`src/rtl/ipc_mailbox_pkg.sv`:
```
package ipc_mailbox_pkg;
  localparam int FAST_CH  = 8;
  localparam int NUM_CH   = FAST_CH + 3;
  localparam int CH_BELL  = FAST_CH;
  localparam int CH_FIFO  = FAST_CH + 1;
  localparam int CH_BLK   = FAST_CH + 2;
  localparam int ADDR_W   = 7;

  // shared word addresses (sender side)
  localparam logic [ADDR_W-1:0] A_BELL    = 7'd8;
  localparam logic [ADDR_W-1:0] A_QUEUE   = 7'd9;   // push (tx) / pop (rx)
  localparam logic [ADDR_W-1:0] A_BLKRING = 7'd10;
  localparam logic [ADDR_W-1:0] A_ACKCLR  = 7'd11;
  // receiver side
  localparam logic [ADDR_W-1:0] A_ENABLE  = 7'd12;
  localparam logic [ADDR_W-1:0] A_STATUS  = 7'd13;
  localparam logic [ADDR_W-1:0] A_QSTAT   = 7'd14;
  localparam logic [ADDR_W-1:0] A_BLKACK  = 7'd15;

  typedef struct packed {
    logic [FAST_CH-1:0] fastWr;
    logic               qPush;
    logic               qPop;
    logic               blkWr;
    logic               rdReq;
  } strobe_t;
endpackage

```
`src/rtl/ipc_mailbox_ctrl.sv`:
```
module ipc_mailbox_ctrl
  import ipc_mailbox_pkg::*;
#(
  parameter int DATA_W    = 32,
  parameter int BLK_WORDS = 32
) (
  input  logic              clk,
  input  logic              rstN,
  input  logic              txWrEn,
  input  logic [ADDR_W-1:0] txAddr,
  input  logic [DATA_W-1:0] txWrData,
  input  logic              rxWrEn,
  input  logic              rxRdEn,
  input  logic [ADDR_W-1:0] rxAddr,
  input  logic [DATA_W-1:0] rxWrData,
  input  logic              qEmpty,
  input  logic              qFull,
  output strobe_t           strb,
  output logic [NUM_CH-1:0] pend,
  output logic [NUM_CH-1:0] en,
  output logic              bell,
  output logic              ovf,
  output logic              unf,
  output logic              rxIrq,
  output logic              txAckIrq
);
  localparam int BIDX_W = (BLK_WORDS > 1) ? $clog2(BLK_WORDS) : 1;

  logic [NUM_CH-1:0] stickyQ, stickyD, setVec;
  logic              ackQ;
  logic              pushReq, popReq, blkInRange;
  logic              ringReq, ackReq, ackClrReq, statW1c;

  // sender strobe decode
  for (genvar i = 0; i < FAST_CH; i++) begin : g_fastDec
    assign strb.fastWr[i] = txWrEn && (txAddr == ADDR_W'(i));
  end

  assign pushReq    = txWrEn && (txAddr == A_QUEUE);
  assign popReq     = rxRdEn && (rxAddr == A_QUEUE);
  assign blkInRange = txAddr[ADDR_W-1] &&
                      ({1'b0, txAddr[ADDR_W-2:0]} < ADDR_W'(BLK_WORDS));
  assign ringReq    = txWrEn && (txAddr == A_BLKRING) && txWrData[0];
  assign ackClrReq  = txWrEn && (txAddr == A_ACKCLR) && txWrData[0];
  assign ackReq     = rxWrEn && (rxAddr == A_BLKACK) && rxWrData[0];
  assign statW1c    = rxWrEn && (rxAddr == A_STATUS);

  assign strb.qPush = pushReq && !qFull;
  assign strb.qPop  = popReq && !qEmpty;
  assign strb.blkWr = txWrEn && blkInRange && !bell;
  assign strb.rdReq = rxRdEn;

  // sticky pending bits; the queue bit is derived, never stored
  always_comb begin
    setVec                   = '0;
    setVec[FAST_CH-1:0]      = strb.fastWr;
    setVec[CH_BELL]          = txWrEn && (txAddr == A_BELL);
    setVec[CH_BLK]           = ringReq && !bell;
    stickyD                  = stickyQ;
    if (statW1c) stickyD     = stickyD & ~rxWrData[NUM_CH-1:0];
    if (ackReq && bell) stickyD[CH_BLK] = 1'b0;
    stickyD                  = stickyD | setVec;
    stickyD[CH_FIFO]         = 1'b0;
  end

  always_ff @(posedge clk) begin
    if (!rstN) begin
      stickyQ <= '0;
      en      <= '0;
      bell    <= 1'b0;
      ackQ    <= 1'b0;
      ovf     <= 1'b0;
      unf     <= 1'b0;
    end else begin
      stickyQ <= stickyD;
      if (rxWrEn && (rxAddr == A_ENABLE)) en <= rxWrData[NUM_CH-1:0];
      if (bell) begin
        if (ackReq) bell <= 1'b0;
      end else if (ringReq) begin
        bell <= 1'b1;
      end
      if (ackReq && bell)  ackQ <= 1'b1;
      else if (ackClrReq)  ackQ <= 1'b0;
      if (pushReq && qFull) ovf <= 1'b1;
      else if (rxWrEn && (rxAddr == A_QSTAT) && rxWrData[10]) ovf <= 1'b0;
      if (popReq && qEmpty) unf <= 1'b1;
      else if (rxWrEn && (rxAddr == A_QSTAT) && rxWrData[11]) unf <= 1'b0;
    end
  end

  always_comb begin
    pend          = stickyQ;
    pend[CH_FIFO] = !qEmpty;
  end

  assign rxIrq    = |(pend & en);
  assign txAckIrq = ackQ;

  logic unusedBits;
  assign unusedBits = ^{txWrData[DATA_W-1:1], BIDX_W[0]};
endmodule

```
`src/rtl/ipc_mailbox_dp.sv`:
```
module ipc_mailbox_dp
  import ipc_mailbox_pkg::*;
#(
  parameter int DATA_W     = 32,
  parameter int FIFO_DEPTH = 32,
  parameter int BLK_WORDS  = 32,
  parameter int CNT_W      = $clog2(FIFO_DEPTH + 1)
) (
  input  logic              clk,
  input  logic              rstN,
  input  strobe_t           strb,
  input  logic [ADDR_W-1:0] txAddr,
  input  logic [DATA_W-1:0] txWrData,
  input  logic [ADDR_W-1:0] rxAddr,
  input  logic [NUM_CH-1:0] pend,
  input  logic [NUM_CH-1:0] en,
  input  logic              bell,
  input  logic              ovf,
  input  logic              unf,
  output logic [DATA_W-1:0] rxRdData,
  output logic              qEmpty,
  output logic              qFull,
  output logic [CNT_W-1:0]  qCount
);
  localparam int PTR_W  = (FIFO_DEPTH > 1) ? $clog2(FIFO_DEPTH) : 1;
  localparam int BIDX_W = (BLK_WORDS > 1) ? $clog2(BLK_WORDS) : 1;
  localparam int FIDX_W = (FAST_CH > 1) ? $clog2(FAST_CH) : 1;

  logic [DATA_W-1:0] fastReg [FAST_CH];
  logic [DATA_W-1:0] blkMem  [BLK_WORDS];
  logic [DATA_W-1:0] qMem    [FIFO_DEPTH];
  logic [PTR_W-1:0]  wrPtr, rdPtr;
  logic [DATA_W-1:0] rdNext;

  // fast channel data words
  for (genvar i = 0; i < FAST_CH; i++) begin : g_fast
    always_ff @(posedge clk) begin
      if (!rstN)               fastReg[i] <= '0;
      else if (strb.fastWr[i]) fastReg[i] <= txWrData;
    end
  end

  // shared block
  always_ff @(posedge clk) begin
    if (!rstN) begin
      for (int k = 0; k < BLK_WORDS; k++) blkMem[k] <= '0;
    end else if (strb.blkWr) begin
      blkMem[txAddr[BIDX_W-1:0]] <= txWrData;
    end
  end

  // word queue
  always_ff @(posedge clk) begin
    if (strb.qPush) qMem[wrPtr] <= txWrData;
  end

  always_ff @(posedge clk) begin
    if (!rstN) begin
      wrPtr  <= '0;
      rdPtr  <= '0;
      qCount <= '0;
    end else begin
      if (strb.qPush)
        wrPtr <= (wrPtr == PTR_W'(FIFO_DEPTH - 1)) ? '0 : wrPtr + 1'b1;
      if (strb.qPop)
        rdPtr <= (rdPtr == PTR_W'(FIFO_DEPTH - 1)) ? '0 : rdPtr + 1'b1;
      case ({strb.qPush, strb.qPop})
        2'b10:   qCount <= qCount + 1'b1;
        2'b01:   qCount <= qCount - 1'b1;
        default: qCount <= qCount;
      endcase
    end
  end

  assign qEmpty = (qCount == '0);
  assign qFull  = (qCount == CNT_W'(FIFO_DEPTH));

  // receiver read mux
  always_comb begin
    rdNext = '0;
    if (rxAddr < ADDR_W'(FAST_CH)) begin
      rdNext = fastReg[rxAddr[FIDX_W-1:0]];
    end else if (rxAddr[ADDR_W-1]) begin
      if ({1'b0, rxAddr[ADDR_W-2:0]} < ADDR_W'(BLK_WORDS))
        rdNext = blkMem[rxAddr[BIDX_W-1:0]];
    end else begin
      case (rxAddr)
        A_QUEUE:  rdNext = qEmpty ? '0 : qMem[rdPtr];
        A_ENABLE: rdNext[NUM_CH-1:0] = en;
        A_STATUS: rdNext[NUM_CH-1:0] = pend;
        A_QSTAT: begin
          rdNext[CNT_W-1:0] = qCount;
          rdNext[8]         = qEmpty;
          rdNext[9]         = qFull;
          rdNext[10]        = ovf;
          rdNext[11]        = unf;
        end
        A_BLKACK: rdNext[0] = bell;
        default:  rdNext = '0;
      endcase
    end
  end

  always_ff @(posedge clk) begin
    if (!rstN)           rxRdData <= '0;
    else if (strb.rdReq) rxRdData <= rdNext;
  end
endmodule

```
`src/rtl/ipc_mailbox.sv`:
```
module ipc_mailbox
  import ipc_mailbox_pkg::*;
#(
  parameter int DATA_W     = 32,
  parameter int FIFO_DEPTH = 32,
  parameter int BLK_WORDS  = 32
) (
  input  logic              clk,
  input  logic              rstN,
  input  logic              txWrEn,
  input  logic [6:0]        txAddr,
  input  logic [DATA_W-1:0] txWrData,
  input  logic              rxWrEn,
  input  logic              rxRdEn,
  input  logic [6:0]        rxAddr,
  input  logic [DATA_W-1:0] rxWrData,
  output logic [DATA_W-1:0] rxRdData,
  output logic              rxIrq,
  output logic              txAckIrq
);
  localparam int CNT_W = $clog2(FIFO_DEPTH + 1);

  strobe_t           strb;
  logic [NUM_CH-1:0] pend, en;
  logic              bell, ovf, unf, qEmpty, qFull;
  logic [CNT_W-1:0]  qCount;

  ipc_mailbox_ctrl #(.DATA_W(DATA_W), .BLK_WORDS(BLK_WORDS)) u_ctrl (
    .clk(clk), .rstN(rstN),
    .txWrEn(txWrEn), .txAddr(txAddr), .txWrData(txWrData),
    .rxWrEn(rxWrEn), .rxRdEn(rxRdEn), .rxAddr(rxAddr), .rxWrData(rxWrData),
    .qEmpty(qEmpty), .qFull(qFull),
    .strb(strb), .pend(pend), .en(en), .bell(bell), .ovf(ovf), .unf(unf),
    .rxIrq(rxIrq), .txAckIrq(txAckIrq)
  );

  ipc_mailbox_dp #(
    .DATA_W(DATA_W), .FIFO_DEPTH(FIFO_DEPTH), .BLK_WORDS(BLK_WORDS), .CNT_W(CNT_W)
  ) u_dp (
    .clk(clk), .rstN(rstN), .strb(strb),
    .txAddr(txAddr), .txWrData(txWrData), .rxAddr(rxAddr),
    .pend(pend), .en(en), .bell(bell), .ovf(ovf), .unf(unf),
    .rxRdData(rxRdData), .qEmpty(qEmpty), .qFull(qFull), .qCount(qCount)
  );
endmodule

```
`config.mk`:
```
export PLATFORM = sky130hd
export DESIGN_NAME = ipc_mailbox
export DESIGN_NICKNAME = d
export VERILOG_FILES = /design/src/rtl/ipc_mailbox_pkg.sv /design/src/rtl/ipc_mailbox_ctrl.sv /design/src/rtl/ipc_mailbox_dp.sv /design/src/rtl/ipc_mailbox.sv
export SDC_FILE = /design/constraint.sdc
export NUM_CORES = 2
export LEC_CHECK = 0
export BUFFER_PORTS_ARGS = -buffer_cell sky130_fd_sc_hd__buf_2
export CAP_MARGIN = 5
export CORE_MARGIN = 4
export CORE_UTILIZATION = 40
export CTS_BUF_LIST = sky130_fd_sc_hd__clkbuf_4
export DETAILED_ROUTE_END_ITERATION = 6
export PLACE_DENSITY = 0.55
export SLEW_MARGIN = 20
export SYNTH_ARGS = -nofsm -noshare
export SYNTH_HDL_FRONTEND = slang
export SYNTH_HIERARCHICAL = 1
export SYNTH_SLANG_ARGS = --single-unit
export TNS_END_PERCENT = 20
```
`constraint.sdc`:
```
create_clock -name clk -period 7.67 [get_ports clk]
set_input_delay 0.3835 -clock clk [delete_from_list [all_inputs] [get_ports clk]]
set_output_delay 0.3835 -clock clk [all_outputs]
set_load 0.03 [all_outputs]
```
==> out/qor.tcl <==
set qor(yosysTopAreaCell) {sky130_fd_sc_hd__edfxtp_1}
set qor(portBuffers) 96
set qor(boundaryPins) 117
set qor(clock_buffers_created_by_tritoncts) 642
set qor(outcome) {finished, final reports clean}
set qor(tritoncts_clock_tree) {built}
set qor(grt_start_max_net_pins) 152
set qor(grt_antenna_before_repair) 18
set qor(synth.cell_area_um2) 101000
set qor(maximum_fanout_along_the_worst_path) 23
set qor(setup.worst_path.class) {in2reg}
set qor(relSlewSlack_pct) 21.1
set qor(overall_die_height_um) 512
set qor(net_count_final) 6596
set qor(synth_commonest_cells) {sky130_fd_sc_hd__edfxtp_1, sky130_fd_sc_hd__and2_1, sky130_fd_sc_hd__mux4_2}
set qor(worstPathRequired_ns) 8.94
set qor(power.static_leakage_nw) 40.1
set qor(synth_top_cell_area_share_pct) 68.2
set qor(unrepaired_setup_endpoints_after_global_routing) {no}
set qor(clkLatencyLatePin_ns) 1.38
set qor(postSynthAreaPerCell_um2) 17.0
set qor(global_route.overflow_total) 0
set qor(setup_viol) 0
set qor(synth.distinct_cells) 77
set qor(vias_per_cell) 5.60
set qor(final.min_clock_period_ns) 5.01
set qor(cap_violations) 0
set qor(fmaxAchievable_mhz) 199
set qor(timing.hold.worst.class) {in2reg}
set qor(drtAntennaViolNets) 0
set qor(synth_most_common_cell) {sky130_fd_sc_hd__edfxtp_1}
set qor(design.die.area_um2) 262000
set qor(worst_clock_skew_ns) 0.105
set qor(wirelength_mm) 305
set qor(fin_tns_setup_ns) 0
set qor(cts-resized-gates) 0
set qor(cp_data_arrival_time_ns) 6.28
set qor(cts.reportedPaths.clkPinSlew_ns) 0.07
set qor(clock_tree.htree_level_count) 6
set qor(cts-root-buf) {sky130_fd_sc_hd__clkbuf_4}
set qor(firstDrtPassIters) 6
set qor(drc_violations_left) 0
set qor(global_route_wire_length_before_repair_mm) 432
set qor(synth-edff-count) 2304
set qor(max_slew.worst_pin.slew_ns) 1.17
set qor(first_global_vias) 59700
set qor(effective_utilization_at_floorplan_pct) 40.3
set qor(routabilityCongestion) 0.814
set qor(synth-warning-count) 6
set qor(die_width_um) 512
set qor(finish.utilization_pct) 45.9
set qor(numPlacedInstances) 9072
set qor(endpoint_kind) {flip-flop}
set qor(detailed_place_hpwl_mm) 167
set qor(areaGrowthSynthToFinish_pct) 14.0
set qor(wl_per_cell_um) 29.5
set qor(ys_seq_area_share_pct) 69.8
set qor(synthTopCellsByArea) {sky130_fd_sc_hd__edfxtp_1, sky130_fd_sc_hd__mux4_2, sky130_fd_sc_hd__and2_1}
set qor(post-cts-setup-buffers) 0
set qor(synthesis.instances) 5964
set qor(syn-num-nets) 6060
set qor(max_slew_vio_count) 0
set qor(layoutNonFillerInstCount) 10300
set qor(coreArea_um2) 252000
set qor(numClockSinks) 2382
set qor(dominant_register_cell_in_the_synthesized_netlist) {sky130_fd_sc_hd__edfxtp_1}
set qor(cts-root-to-sink-buffers) 4
set qor(power_density_nw_per_um2) 237
set qor(period_share_pct) 65.4
set qor(first_iter_violations) 6174
set qor(final-hold-violation-count) 0
set qor(dr_total_vias) 57800
set qor(drive_above_1_share_pct) 28.5
set qor(grt_util_all_layers_pct) 22.9
set qor(synth.ff_latch_count) 2382
set qor(power.ir.vdd_worst_uv) 161
set qor(rows) 184
set qor(synth_async_sr_flop_share_pct) 0
set qor(critPathLaunchType) {input pin}
-- power by group --
group / total, mW / internal, mW / switching [mW]
clock network: 11.2 / 6.07 / 5.10
registers: 14.7 / 14.6 / 0.105
logic: 1.47 / 0.448 / 1.02
-- area by class of cell --
| class | count | area, um^2 |
|---|---|---|
| antenna | 28 | 70.1 |
| clock buffer | 1001 | 7510 |
| clock inverter | 83 | 497 |
| fill | 22000 | 136000 |
| inverter | 30 | 114 |
| multi-input combinational | 3011 | 28900 |
| sequential | 2382 | 70800 |
| tap | 3348 | 4190 |
| timing repair buffer | 433 | 3540 |
-- state kept, by name (all words and copies together), names as in the netlist, 5 cells and up, named ones only --
signal / count
u_ctrl/en: 11
u_ctrl/stickyQ: 10
u_dp/blkMem: 1024
u_dp/fastReg: 256
u_dp/qCount: 6
u_dp/qMem: 1024
u_dp/rdPtr: 5
u_dp/rxRdData: 32
u_dp/wrPtr: 5
-- layout by cell type, fill, tap and decap left out, types with 47 or more instances in the layout --
master | netlist | routed
sky130_fd_sc_hd__buf_2 | 65 | 92
sky130_fd_sc_hd__clkinv_1 | 0 | 57
sky130_fd_sc_hd__a21oi_1 | 81 | 80
sky130_fd_sc_hd__buf_4 | 36 | 194
sky130_fd_sc_hd__a221oi_1 | 47 | 47
sky130_fd_sc_hd__nand2_1 | 81 | 81
sky130_fd_sc_hd__a22oi_1 | 99 | 99
sky130_fd_sc_hd__dfxtp_1 | 78 | 74
sky130_fd_sc_hd__mux4_2 | 479 | 479
sky130_fd_sc_hd__and2_1 | 1040 | 1038
sky130_fd_sc_hd__and3_1 | 269 | 269
sky130_fd_sc_hd__edfxtp_1 | 2304 | 2304
sky130_fd_sc_hd__dlygate4sd3_1 | 0 | 131
sky130_fd_sc_hd__clkbuf_4 | 0 | 1001
sky130_fd_sc_hd__mux2i_1 | 315 | 315
sky130_fd_sc_hd__o21ai_0 | 107 | 70
-- path summary, 6_finish.rpt --
check                                 startpoint                        endpoint  slack [ns]  cells past startpoint
setup / recovery                       rxAddr[4]     u_dp/qCount[5]$_SDFFE_PN0P_        2.66                     17
hold / removal                              rstN     u_dp/qCount[2]$_SDFFE_PN0P_        0.18                      3
setup reg to reg     u_dp/qCount[0]$_SDFFE_PN0P_     u_dp/qCount[5]$_SDFFE_PN0P_        3.58                     13
hold reg to reg   u_dp/rxRdData[21]$_SDFFE_PN0P_  u_dp/rxRdData[21]$_SDFFE_PN0P_        0.51                      2
-- metrics by stage --
step           hold WS (ns)  total power, mW  worst slack, ns  instance area (um^2)
2_1_floorplan         0.446             15.7             2.98                101000
4_1_cts              0.0249             27.7             2.89                115000
3_5_place_dp          0.477             16.4             2.99                106000
5_1_grt               0.102             28.5             2.61                116000
3_3_place_gp          0.460             16.4             2.86                106000
6_report              0.175             27.4             2.66                116000
-- per-layer routing --
layer	wire (um)	global-route usage (%)	share of wire, %	up-vias
li1	-	-	-	24800
met1	123000	30.3	40	30200
met4	9400	7.74	3.1	2
met5	13	0	0.0043	-
met2	150000	38.1	49	2337
met3	22600	4.41	7.4	460
-- worst max-delay path, stage by stage --
cell,delay (ns)
sky130_fd_sc_hd__dlygate4sd3_1,0.54
sky130_fd_sc_hd__buf_2,0.12
sky130_fd_sc_hd__buf_4,0.22
sky130_fd_sc_hd__or4b_1,0.52
sky130_fd_sc_hd__dlygate4sd3_1,0.56
sky130_fd_sc_hd__buf_4,0.22
sky130_fd_sc_hd__or4_4,0.49
sky130_fd_sc_hd__dlygate4sd3_1,0.61
sky130_fd_sc_hd__nor2_1,0.63
sky130_fd_sc_hd__ha_1,0.43
sky130_fd_sc_hd__ha_1,0.28
sky130_fd_sc_hd__a21o_1,0.18
sky130_fd_sc_hd__a21o_1,0.21
sky130_fd_sc_hd__a2111oi_0,0.46
sky130_fd_sc_hd__a311oi_1,0.13
sky130_fd_sc_hd__xnor2_1,0.14
sky130_fd_sc_hd__and2_1,0.16
-- cells by family (layout without fill, tap and decap cells) --
| family | Yosys count | after routing | synth area share [%] |
|---|---|---|---|
| AO/OA/AOI/OAI | 541 | 541 | 3.82 |
| adder cells (fa/ha/maj) | 13 | 13 | 0.168 |
| AND/OR/NAND/NOR | 1644 | 1644 | 9.76 |
| multiplexers | 808 | 808 | 13.9 |
| flip-flops | 2382 | 2382 | 69.8 |
| other | 0 | 28 | 0 |
| buffers and inverters | 571 | 1547 | 2.55 |
| XOR/XNOR | 5 | 5 | 0.0432 |
-- repair_timing --
action                                 4_1_cts  5_1_grt
endpoints found under the hold margin     2436        0
setup endpoints to repair                    0        0
hold buffers                               131        0
(Power assumes the default switching activity.)
